[src/rtl/dup_rx_pkg.sv]
package dup_rx_pkg;

    typedef enum logic [1:0] {
        PICK_NONE = 2'd0,
        PICK_HELD = 2'd1,
        PICK_CUR  = 2'd2
    } pick_e;

    typedef struct packed {
        logic frame;
        logic both_bad;
        logic one_bad;
    } rx_events_t;

    localparam int NUM_CNT = 3;

    function automatic logic at_max(input logic [63:0] value, input int width);
        logic [63:0] limit;
        limit = (64'd1 << width) - 64'd1;
        return value == limit;
    endfunction

endpackage

[src/rtl/dup_pair_tracker.sv]
module dup_pair_tracker
    import dup_rx_pkg::*;
#(
    parameter int DATA_W = 32
) (
    input  logic              clk,
    input  logic              rst,
    input  logic              dual_en,
    input  logic              in_valid,
    input  logic [DATA_W-1:0] in_data,
    input  logic              in_err,
    input  logic              in_seq,
    output pick_e             pick,
    output logic [DATA_W-1:0] held_data,
    output rx_events_t        ev
);

    logic have_held;
    logic held_err;
    logic held_seq;
    logic exp_seq;

    always_comb begin
        pick = PICK_NONE;
        ev   = '0;
        if (in_valid) begin
            if (!dual_en) begin
                if (in_err) ev.both_bad = 1'b1;
                else        pick = PICK_CUR;
            end else if (!have_held) begin
                ev.frame = (in_seq != exp_seq);
            end else if (in_seq != held_seq) begin
                ev.frame = 1'b1;
            end else begin
                if (!held_err)     pick = PICK_HELD;
                else if (!in_err)  pick = PICK_CUR;
                ev.one_bad  = held_err ^ in_err;
                ev.both_bad = held_err & in_err;
            end
        end
    end

    always_ff @(posedge clk) begin
        if (rst || !dual_en) begin
            have_held <= 1'b0;
            exp_seq   <= 1'b0;
        end else if (in_valid) begin
            if (!have_held || (in_seq != held_seq)) begin
                have_held <= 1'b1;
            end else begin
                have_held <= 1'b0;
                exp_seq   <= ~in_seq;
            end
        end
    end

    always_ff @(posedge clk) begin
        if (rst) begin
            held_data <= '0;
            held_err  <= 1'b0;
            held_seq  <= 1'b0;
        end else if (dual_en && in_valid && (!have_held || (in_seq != held_seq))) begin
            held_data <= in_data;
            held_err  <= in_err;
            held_seq  <= in_seq;
        end
    end

endmodule

[src/rtl/dup_sat_counter.sv]
module dup_sat_counter
    import dup_rx_pkg::*;
#(
    parameter int W = 8
) (
    input  logic         clk,
    input  logic         rst,
    input  logic         inc,
    output logic [W-1:0] count
);

    always_ff @(posedge clk) begin
        if (rst)
            count <= '0;
        else if (inc && !at_max(64'(count), W))
            count <= count + 1'b1;
    end

endmodule

[src/rtl/dup_rx_select.sv]
module dup_rx_select
    import dup_rx_pkg::*;
#(
    parameter int DATA_W = 32,
    parameter int CNT_W  = 8
) (
    input  logic              clk,
    input  logic              rst,
    input  logic              dual_en,
    input  logic              irq_arm,
    input  logic              in_valid,
    input  logic [DATA_W-1:0] in_data,
    input  logic              in_err,
    input  logic              in_seq,
    output logic              out_valid,
    output logic [DATA_W-1:0] out_data,
    output logic              err_event,
    output logic [CNT_W-1:0]  fix_count,
    output logic [CNT_W-1:0]  lost_count,
    output logic [CNT_W-1:0]  frame_count
);

    pick_e             pick;
    logic [DATA_W-1:0] held_data;
    rx_events_t        ev;
    logic [NUM_CNT-1:0] inc_vec;
    logic [CNT_W-1:0]  cnt_arr [NUM_CNT];

    dup_pair_tracker #(.DATA_W(DATA_W)) tracker (
        .clk       (clk),
        .rst       (rst),
        .dual_en   (dual_en),
        .in_valid  (in_valid),
        .in_data   (in_data),
        .in_err    (in_err),
        .in_seq    (in_seq),
        .pick      (pick),
        .held_data (held_data),
        .ev        (ev)
    );

    assign inc_vec = {ev.frame, ev.both_bad, ev.one_bad};

    for (genvar i = 0; i < NUM_CNT; i++) begin : g_cnt
        dup_sat_counter #(.W(CNT_W)) ctr (
            .clk   (clk),
            .rst   (rst),
            .inc   (inc_vec[i]),
            .count (cnt_arr[i])
        );
    end

    assign fix_count   = cnt_arr[0];
    assign lost_count  = cnt_arr[1];
    assign frame_count = cnt_arr[2];

    always_ff @(posedge clk) begin
        if (rst) begin
            out_valid <= 1'b0;
            out_data  <= '0;
            err_event <= 1'b0;
        end else begin
            out_valid <= (pick != PICK_NONE);
            if (pick == PICK_HELD)     out_data <= held_data;
            else if (pick == PICK_CUR) out_data <= in_data;
            err_event <= in_valid & in_err & irq_arm;
        end
    end

endmodule

[config.mk]
export PLATFORM = sky130hd
export DESIGN_NAME = dup_rx_select
export DESIGN_NICKNAME = d
export VERILOG_FILES = /design/src/rtl/dup_rx_pkg.sv /design/src/rtl/dup_pair_tracker.sv /design/src/rtl/dup_sat_counter.sv /design/src/rtl/dup_rx_select.sv
export SDC_FILE = /design/constraint.sdc
export NUM_CORES = 1
export LEC_CHECK = 0
export ABC_CLOCK_PERIOD_IN_PS = 2740
export BUFFER_PORTS_ARGS = -buffer_cell sky130_fd_sc_hd__clkbuf_2
export CELL_PAD_IN_SITES_DETAIL_PLACEMENT = 1
export CELL_PAD_IN_SITES_GLOBAL_PLACEMENT = 1
export CORE_AREA = 2 2 105 107
export DETAILED_ROUTE_END_ITERATION = 8
export DIE_AREA = 0 0 107 109
export GPL_ROUTABILITY_DRIVEN = 0
export HOLD_SLACK_MARGIN = 0.06
export PLACE_DENSITY_LB_ADDON = 0.1
export SYNTH_ARGS = -nofsm -noshare
export SYNTH_HDL_FRONTEND = slang
export SYNTH_SLANG_ARGS = --single-unit
[constraint.sdc]
create_clock -name clk -period 2.74 [get_ports clk]
set_clock_uncertainty 0.05 [all_clocks]
set_input_delay 0.137 -clock clk [delete_from_list [all_inputs] [get_ports clk]]
set_output_delay 0.137 -clock clk [all_outputs]
set_load 0.005 [all_outputs]
==> run_results.csv, run 1 <==
group,metric,value,unit
clock_tree,cts_tree,"built",
critical_path,end_kind,"register",
timing,drv_slew,0,
global_routing,grt_first_pass_wirelength,17600,microns
timing,slew_headroom,58.0,%
pwr,power_density,536,mW/mm^2
flow_run,maxCapViolCount,0,
routing,ant_nets,0,
synthesis,synth_compound_area_share,17.4,%
clock_tree,insertion_delay,0.36,ns
clock_tree,cts_resized,0,
critical_path,crit_type,"in -> reg",
layout,post-route-util,49.8,%
timing,setup_viol,0,
synthesis,async_reset_ff_share,0,%
timing,worst_pin_slew,0.629,ns
global_routing,antenna_found_initial,0,
routing,drt_iter0_drc,144,
synthesis,synth_fa_ha_area_share,2.16,%
clock_tree,clock-sinks,94,
timing,max_freq,413,MHz
synthesis,ys_ff_latch,94,
global_routing,grt.total_usage,18.8,%
critical_path,cp.required,2.97,ns
synthesis,syn_inst,463,
global_routing,grt_pass1_vias,3747,
layout,multi_input_area,0.00203,sq mm
timing,fin_hold_ws,0.155,ns
critical_path,crit_fanout,64,
timing,period_share,88.5,%
synthesis,synth-simple-area-share,20.1,%
min_path,hold_path.class,"in -> reg",
timing,tns,0,ns
layout,seq_area,0.00188,sq mm
clock_tree,clk_path_buf_depth,2,
pwr,leakagePower,2.00,nW
critical_path,start_kind,"input port",
die,floorplan.initialDensity,38.2,%
routing,drtPass1Iterations,4,
clock_tree,cts_buffers,9,
critical_path,cp.arrival,2.65,ns
clock_tree,ctsHtreeMaxLevel,3,
die,dieArea,0.0117,sq mm
die,fp.dieH,109,microns
timing,setup_ws,0.316,ns
clock_tree,cts_setup_buffers,0,
placed_design,dp_worst_setup_slack,0.399,ns
layout,drive_gt1_share,22.1,%
pwr,ir_drop,0.229,mV
synthesis,syn_area_per_cell,8.76,sq um
layout,fillers,1275,
synthesis,synth_edf_count,0,
synthesis,syn-cell-area,0.00406,sq mm
layout,area_delta_synth_final,30.3,%
timing,period_needed,2.42,ns
synthesis,synth_seq_area_share,46.4,%
placed_design,portBuffers,96,
die,io_pins,97,
synthesis,ys.flop_type,"dfxtp_1",
clock_tree,hold_buffers,36,
routing,wl_per_cell,14.5,microns
placed_design,dp_hpwl,6960,microns
routing,routed_wirelength,10600,microns
layout,final_common_cell,"clkbuf_2",
synthesis,synthDistinctLibCells,43,
layout,diodes,0,
synthesis,synth_nets,509,
synthesis,synth-xor-area-share,0.895,%
global_routing,grt-ovfl-total,0,
global_routing,grt_max_degree,65,
clock_tree,cts_root_buf,"clkbuf_8",
routing,viasPerCell,5.14,
status,outcome,"completed",
routing,post-route-drc-count,0,
synthesis,synth_top_family_by_area,"simple AND/OR/NAND/NOR gates",
timing,finalHoldViolCount,0,
layout,fin_nets,628,
layout,layout_common_cells,"clkbuf_2, dfxtp_1, nand2_1, a21oi_1, nor2_1",
die,core,0.0106,sq mm
synthesis,yosysWarnings,0,
routing,num_vias,3734,
die,die_w,107,microns
die,row_count,38,
clock_tree,clkTransAtPathRegs,0.09,ns
timing,grt_setup_unrepaired,"no",
synthesis,muxShareOfSynthArea,9.23,%
-- synthesized netlist by cell type (3+ instances only) --
| library cell | number | area share, % |
|---|---|---|
| buf_2 | 8 | 0.99 |
| o21ai_0 | 8 | 0.99 |
| and2_1 | 3 | 0.46 |
| o31ai_1 | 9 | 1.7 |
| nor2b_1 | 3 | 0.46 |
| or4_1 | 9 | 1.7 |
| nand4_1 | 3 | 0.46 |
| mux2i_1 | 34 | 8.4 |
| ha_1 | 7 | 2.2 |
| and4_1 | 4 | 0.86 |
| mux2_2 | 3 | 0.83 |
| nand3_1 | 10 | 1.2 |
| or3_1 | 8 | 1.2 |
| clkbuf_1 | 22 | 2.0 |
| dfxtp_1 | 94 | 46 |
| inv_1 | 5 | 0.46 |
| a21oi_1 | 52 | 6.4 |
| nor2_1 | 38 | 3.5 |
| nand2_1 | 79 | 7.3 |
| a211oi_1 | 33 | 6.1 |
-- cell type report --
class                   instances  area share, %
multi-input cells             332           38.5
clock buffers                  11           2.87
repair buffers                140           17.8
clock inverters                 5           1.54
flip-flops and latches         94           35.6
well taps                     140           3.32
inverters                       5          0.355
-- power by group --
group          switching, W  leakage, nW  internal [W]  total, W
Combinational      0.000163         1.11      0.000146  0.000310
Clock              0.000499        0.116      0.000564   0.00106
Sequential        0.0000353        0.766       0.00142   0.00146
Total              0.000698         2.00       0.00213   0.00283
-- final timing paths --
path	depth (start not counted)	to	from	slack, ns
min	4	tracker.have_held$_SDFFE_PP0P_	dual_en	0.16
min reg2reg	2	tracker.held_data[15]$_SDFFE_PP0P_	tracker.held_data[15]$_SDFFE_PP0P_	0.41
max reg2reg	7	out_data[12]$_SDFFE_PP0P_	tracker.held_seq$_SDFFE_PP0P_	0.37
max	9	out_data[12]$_SDFFE_PP0P_	in_seq	0.32
-- cell families (layout without fill, tap and decap cells) --
| family | after synthesis | in the layout |
|---|---|---|
| AND/OR/NAND/NOR | 173 | 173 |
| AO/OA/AOI/OAI | 113 | 113 |
| flip-flops | 94 | 94 |
| multiplexers | 37 | 37 |
| buffers and inverters | 37 | 161 |
| adder cells (fa/ha/maj) | 7 | 7 |
| XOR/XNOR | 2 | 2 |
-- metrics by stage --
step	power, W	std cells	cell area (sq um)
floorplan	0.00164	463	4060
global placement	0.00175	675	4690
detailed placement	0.00176	675	4690
CTS	0.00287	727	5280
global route	0.00296	727	5280
finish	0.00283	727	5280
-- per-layer routing --
layer | vias up | global-route usage [%] | part of all wire [%] | wire length [microns]
met1 | 1781 | 23.8 | 46 | 4900
met3 | 14 | 2.93 | 3.1 | 325
met2 | 59 | 32.1 | 49 | 5160
met4 | 0 | 7.61 | 1.8 | 186
li1 | 1880 | - | - | -
met5 | - | 0 | 0 | 0
-- state kept, by name (all words and copies together), names as in the netlist --
name / cells
tracker.held_err: 1
tracker.have_held: 1
tracker.held_data: 32
out_data: 32
g_cnt.ctr.count: 24
tracker.held_seq: 1
tracker.exp_seq: 1
out_valid: 1
err_event: 1
-- critical path: stages --
cell           delay [ns]
dlygate4sd3_1        0.54
clkbuf_2             0.17
xnor2_4              0.32
nand2_1              0.12
or3_1                0.39
ha_2                 0.35
buf_12               0.26
nor2_1               0.10
a211oi_1             0.24
Power figures use the tool's default switching activity.
==> run 2: changes to the inputs <==
Settings changed: PLACE_DENSITY from default to 0.77, PLACE_DENSITY_LB_ADDON 0.1 to default, SYNTH_HIERARCHICAL from default to 1.
==> run_results.csv, run 2 <==
group,metric,value,unit
status,outcome,"completed",
synthesis,synth_top_family_by_area,"compound AO/OA/AOI/OAI gates",
synthesis,muxShareOfSynthArea,10.9,%
clock_tree,ctsHtreeMaxLevel,3,
clock_tree,insertion_delay,0.35,ns
synthesis,syn-cell-area,0.00413,sq mm
synthesis,syn_inst,389,
critical_path,crit_type,"in -> reg",
synthesis,synth_fa_ha_area_share,2.12,%
synthesis,synth_seq_area_share,45.5,%
critical_path,cp.required,2.95,ns
routing,viasPerCell,5.26,
clock_tree,cts_tree,"built",
timing,finalHoldViolCount,0,
critical_path,cp.arrival,2.74,ns
timing,period_share,92.6,%
synthesis,async_reset_ff_share,0,%
global_routing,grt_pass1_vias,3592,
critical_path,crit_fanout,56,
critical_path,rr_worst_depth,8,
global_routing,grt_max_degree,57,
die,die_w,107,microns
layout,final_common_cell,"clkbuf_2",
synthesis,ys.flop_type,"dfxtp_1",
min_path,hold_path.class,"in -> reg",
clock_tree,clk_path_buf_depth,2,
timing,tns,0,ns
global_routing,grt_first_pass_wirelength,17800,microns
pwr,ir_drop,0.250,mV
timing,grt_setup_unrepaired,"no",
die,core,0.0106,sq mm
synthesis,ys_ff_latch,94,
die,dieArea,0.0117,sq mm
synthesis,synth_nets,435,
synthesis,synth-simple-area-share,12.3,%
timing,worst_pin_slew,0.762,ns
routing,drt_iter0_drc,140,
synthesis,yosys-top-cells-count,"dfxtp_1, a211oi_1, nor2_1, mux2i_1, a22o_1",
routing,drtPass1Iterations,4,
timing,slew_headroom,49.1,%
synthesis,yosys.area.top_type_share,45.5,%
placed_design,dp_hpwl,6870,microns
routing,post-route-drc-count,0,
layout,drive_gt1_share,28.1,%
critical_path,start_kind,"input port",
placed_design,portBuffers,96,
routing,routed_wirelength,10500,microns
synthesis,yosysTopAreaCell,"dfxtp_1",
layout,fin_nets,557,
timing,max_freq,394,MHz
synthesis,synth_compound_area_share,22.1,%
timing,period_needed,2.54,ns
die,io_pins,97,
clock_tree,cts_setup_buffers,0,
layout,fillers,1187,
synthesis,syn_area_per_cell,10.6,sq um
pwr,leakagePower,2.06,nW
timing,drv_slew,0,
layout,stdcell_count,656,
layout,layout_common_cells,"clkbuf_2, dfxtp_1, a211oi_1, nor2_1",
layout,area_delta_synth_final,26.4,%
pwr,power_density,515,mW/mm^2
synthesis,synth_edf_count,0,
global_routing,antenna_found_initial,0,
synthesis,synth_area_leaders,"dfxtp_1, mux2i_1, a211oi_1",
synthesis,yosysWarnings,6,
global_routing,grt.total_usage,19.0,%
routing,wl_per_cell,16.0,microns
timing,setup_viol,0,
pwr,power,0.00269,W
routing,ant_nets,0,
synthesis,synth-xor-area-share,0.636,%
layout,reg.largest.list,"out_data: 32 flops, tracker/held_data: 32 flops, g_cnt.ctr/count: 24 flops",
critical_path,end_kind,"register",
clock_tree,clkTransAtPathRegs,0.09,ns
synthesis,yosysMostFrequentCell,"dfxtp_1",
routing,num_vias,3450,
placed_design,place_inst,604,
die,fp.dieH,109,microns
synthesis,synthDistinctLibCells,40,
clock_tree,cts_buffers,9,
global_routing,grt-ovfl-total,0,
clock_tree,cts_root_buf,"clkbuf_8",
die,row_count,38,
layout,diodes,0,
clock_tree,clock-sinks,94,
die,floorplan.initialDensity,39.0,%
min_path,whs_path_depth,3,
flow_run,maxCapViolCount,0,
## run 2: changes by cell type in the layout (fill, tap and decap cells not counted), sizes merged, moves of 7 or more
cell / change
a21oi: -43
a22o: +33
a211oi: +12
or3: -7
o21ai: -7
nand2: -69
nor2b: +7
o31ai: -9
or4: -9
nand3: -7
## run 2: worst paths after layout
path | from | endpoint | slack (ns)
max | in_seq | out_data[13]$_SDFFE_PP0P_ | 0.20
min | dual_en | tracker/exp_seq$_SDFFE_PP0P_ | 0.18
max reg2reg | tracker/held_seq$_SDFFE_PP0P_ | out_data[13]$_SDFFE_PP0P_ | 0.29
min reg2reg | tracker/held_data[8]$_SDFFE_PP0P_ | tracker/held_data[8]$_SDFFE_PP0P_ | 0.44
## run 2: critical path, cell delays in order
cell and delay [ns]:
dlygate4sd3_1 0.54, clkbuf_2 0.17, xnor2_2 0.24, nand2_1 0.16, nor3_1 0.33, inv_1 0.09, ha_2 0.45, buf_12 0.26
nor2_1 0.08, a211oi_1 0.26
## run 2: area by class of cell
type                       count  area (sq um)  area share [%]
clock buffer                  11           131            2.51
clock inverter                 5          58.8            1.13
inverter                       7          26.3           0.503
multi-input combinational    258          2010            38.4
sequential                    94          1880            36.0
tap                          140           175            3.35
timing repair buffer         141           946            18.1
## run 2: stage by stage
stage / util, % / setup WS (ns) / area (sq um) / hold slack (ns)
floorplan: - / 0.668 / 4130 / 0.156
global placement: 44.0 / 0.416 / 4670 / 0.316
detailed placement: 44.0 / 0.210 / 4670 / 0.318
CTS: 49.2 / 0.132 / 5220 / 0.156
global route: 49.3 / 0.0421 / 5230 / 0.177
finish: 49.3 / 0.203 / 5230 / 0.182
## run 2: what timing repair did
item | in CTS | in global routing
hold buffers | 36 | 0
setup endpoints to repair | 0 | 14
gates resized for setup | 0 | 1
endpoints found under the hold margin | 48 | 0
## run 2: cell families (layout without fill, tap and decap cells)
group / after synthesis / count (layout)
AOI/OAI and AO/OA: 110 / 110
and+or+nand+nor: 96 / 96
DFF: 94 / 94
muxes: 42 / 42
buffers and inverters: 37 / 164
adders and majority gates: 7 / 7
xor gates and xnor gates: 3 / 3
## run 2: report_power, final
part	internal [W]	leakage [nW]	switching [W]
Sequential	0.00143	0.766	0.0000380
Clock	0.000425	0.0899	0.000496
Combinational	0.000154	1.21	0.000152
## run 2: routing by layer
layer	up-vias	GRT usage, %	share of wire (%)
li1	1697	-	-
met1	1667	24.6	46
met2	76	32.3	49
met3	10	2.87	3.8
met4	0	6.68	1.4
met5	-	0	0
==> run 3: changes to the inputs <==
Settings changed: MAX_ROUTING_LAYER from default to met4.
==> run_results.csv, run 3 (synthesis results as in run 2) <==
group,metric,value,unit
layout,seq_area,0.00188,sq mm
routing,wl_per_cell,16.1,microns
timing,finalHoldViolCount,0,
critical_path,cp_top_family,"buffers and inverters",
timing,period_needed,2.54,ns
timing,max_freq,393,MHz
die,io_pins,97,
clock_tree,cts_root_buf,"clkbuf_8",
status,outcome,"completed",
routing,post-route-drc-count,0,
layout,area_delta_synth_final,26.4,%
min_path,hold_path.class,"in -> reg",
critical_path,crit_type,"in -> reg",
global_routing,grt_first_pass_wirelength,17800,microns
routing,drt_iter0_drc,141,
clock_tree,cts_setup_buffers,0,
die,row_count,38,
critical_path,rr_worst_depth,8,
layout,drive_gt1_share,28.1,%
timing,grt_setup_unrepaired,"no",
pwr,ir_drop,0.249,mV
timing,period_share,92.8,%
clock_tree,ctsHtreeMaxLevel,3,
clock_tree,insertion_delay,0.35,ns
critical_path,cp.arrival,2.75,ns
layout,diodes,0,
global_routing,antenna_found_initial,0,
die,die_w,107,microns
critical_path,timing.rr.start,"tracker/held_seq$_SDFFE_PP0P_",
routing,drtPass1Iterations,4,
global_routing,grt.total_usage,19.6,%
layout,fin_nets,557,
timing,worst_pin_slew,0.763,ns
global_routing,grt_pass1_vias,3602,
die,floorplan.initialDensity,39.0,%
global_routing,grt_max_degree,57,
flow_run,maxCapViolCount,0,
min_path,whs_endpoint,"tracker/exp_seq$_SDFFE_PP0P_",
routing,ant_nets,0,
layout,final_common_cell,"clkbuf_2",
timing,tns,0,ns
min_path,min_from,"dual_en",
clock_tree,clk_path_buf_depth,2,
timing,setup_viol,0,
routing,viasPerCell,5.27,
clock_tree,clock-sinks,94,
die,dieArea,0.0117,sq mm
critical_path,slowest_delay,0.54,ns
die,core,0.0106,sq mm
critical_path,r2r_slack,0.28,ns
critical_path,crit_fanout,56,
pwr,power_density,514,mW/mm^2
routing,num_vias,3460,
placed_design,dp_hpwl,6870,microns
routing,routed_wirelength,10500,microns
min_path,whs_path_depth,3,
die,fp.dieH,109,microns
clock_tree,clkTransAtPathRegs,0.09,ns
layout,multi_input_area,0.00201,sq mm
critical_path,critPathSlowestCell,"dlygate4sd3_1",
layout,reg.largest.list,"out_data: 32 flops, tracker/held_data: 32 flops, g_cnt.ctr/count: 24 flops",
pwr,leakagePower,2.06,nW
clock_tree,cts_tree,"built",
layout,fillers,1187,
clock_tree,cts_buffers,9,
critical_path,timing.rr.end,"out_data[4]$_SDFFE_PP0P_",
critical_path,path_cells,"dlygate4sd3_1, clkbuf_2, xnor2_2, nand2_1, nor3_1, inv_1, ha_2, buf_12, nor2_1, a211oi_1",
timing,drv_slew,0,
timing,slew_headroom,48.9,%
layout,post-route-util,49.3,%
critical_path,end_kind,"register",
critical_path,cp.required,2.95,ns
critical_path,start_kind,"input port",
placed_design,portBuffers,96,
layout,layout_common_cells,"clkbuf_2, dfxtp_1, a211oi_1, nor2_1",
critical_path,worst-path-buf-inv,4,
global_routing,grt-ovfl-total,0,
run 3: area by class of cell:
class,instances,area share [%]
inverter,7,0.503
multi-input combinational,258,38.4
clock buffer,11,2.51
clock inverter,5,1.13
tap,140,3.35
timing repair buffer,141,18.1
sequential,94,36.0
run 3: how the worst max path moves through the flow:
stage / from / end / slack, ns / cells after the start
finish: in_seq / out_data[4]$_SDFFE_PP0P_ / 0.20 / 10
global placement: tracker/held_seq$_SDFFE_PP0P_ / out_data[20]$_SDFFE_PP0P_ / 0.42 / 8
global route: in_seq / out_data[13]$_SDFFE_PP0P_ / 0.04 / 10
floorplan: tracker/held_seq$_SDFFE_PP0P_ / out_data[0]$_SDFFE_PP0P_ / 0.67 / 8
CTS: in_seq / out_data[4]$_SDFFE_PP0P_ / 0.13 / 10
detailed placement: tracker/held_seq$_SDFFE_PP0P_ / out_data[27]$_SDFFE_PP0P_ / 0.21 / 8
run 3: timing repair:
item	in CTS	in global routing
endpoints found under the setup margin	0	15
resized for setup	0	1
hold buffers	36	0
hold endpoints to repair	48	0
run 3: tightest hold or removal path: cells and delay by family:
family / cells / cell delay (ns)
buf+inv: 1 / 0.12
simple gates: 1 / 0.15
compound gates: 1 / 0.12
run 3: power breakdown:
part	leakage, nW	switching [W]	internal [W]
registers	0.766	0.0000381	0.00143
clock network	0.0899	0.000495	0.000425
logic	1.21	0.000152	0.000154
total	2.06	0.000685	0.00200
run 3: through the flow:
stage	power [W]	cells	area [sq um]	hold WS, ns	setup slack (ns)
after floorplan	0.00164	389	4130	0.156	0.668
after global placement	0.00174	604	4670	0.316	0.416
after detailed placement	0.00176	604	4670	0.318	0.210
after CTS	0.00272	656	5220	0.156	0.132
after global routing	0.00283	656	5230	0.177	0.0411
final	0.00269	656	5230	0.184	0.198
run 3: routing by layer:
metal	global-route usage, %	vias up	wire length (microns)
li1	-	1694	-
met1	24.9	1684	4910
met2	32.3	72	5140
met3	2.57	10	354
met4	6.68	0	144
met5	-	-	0
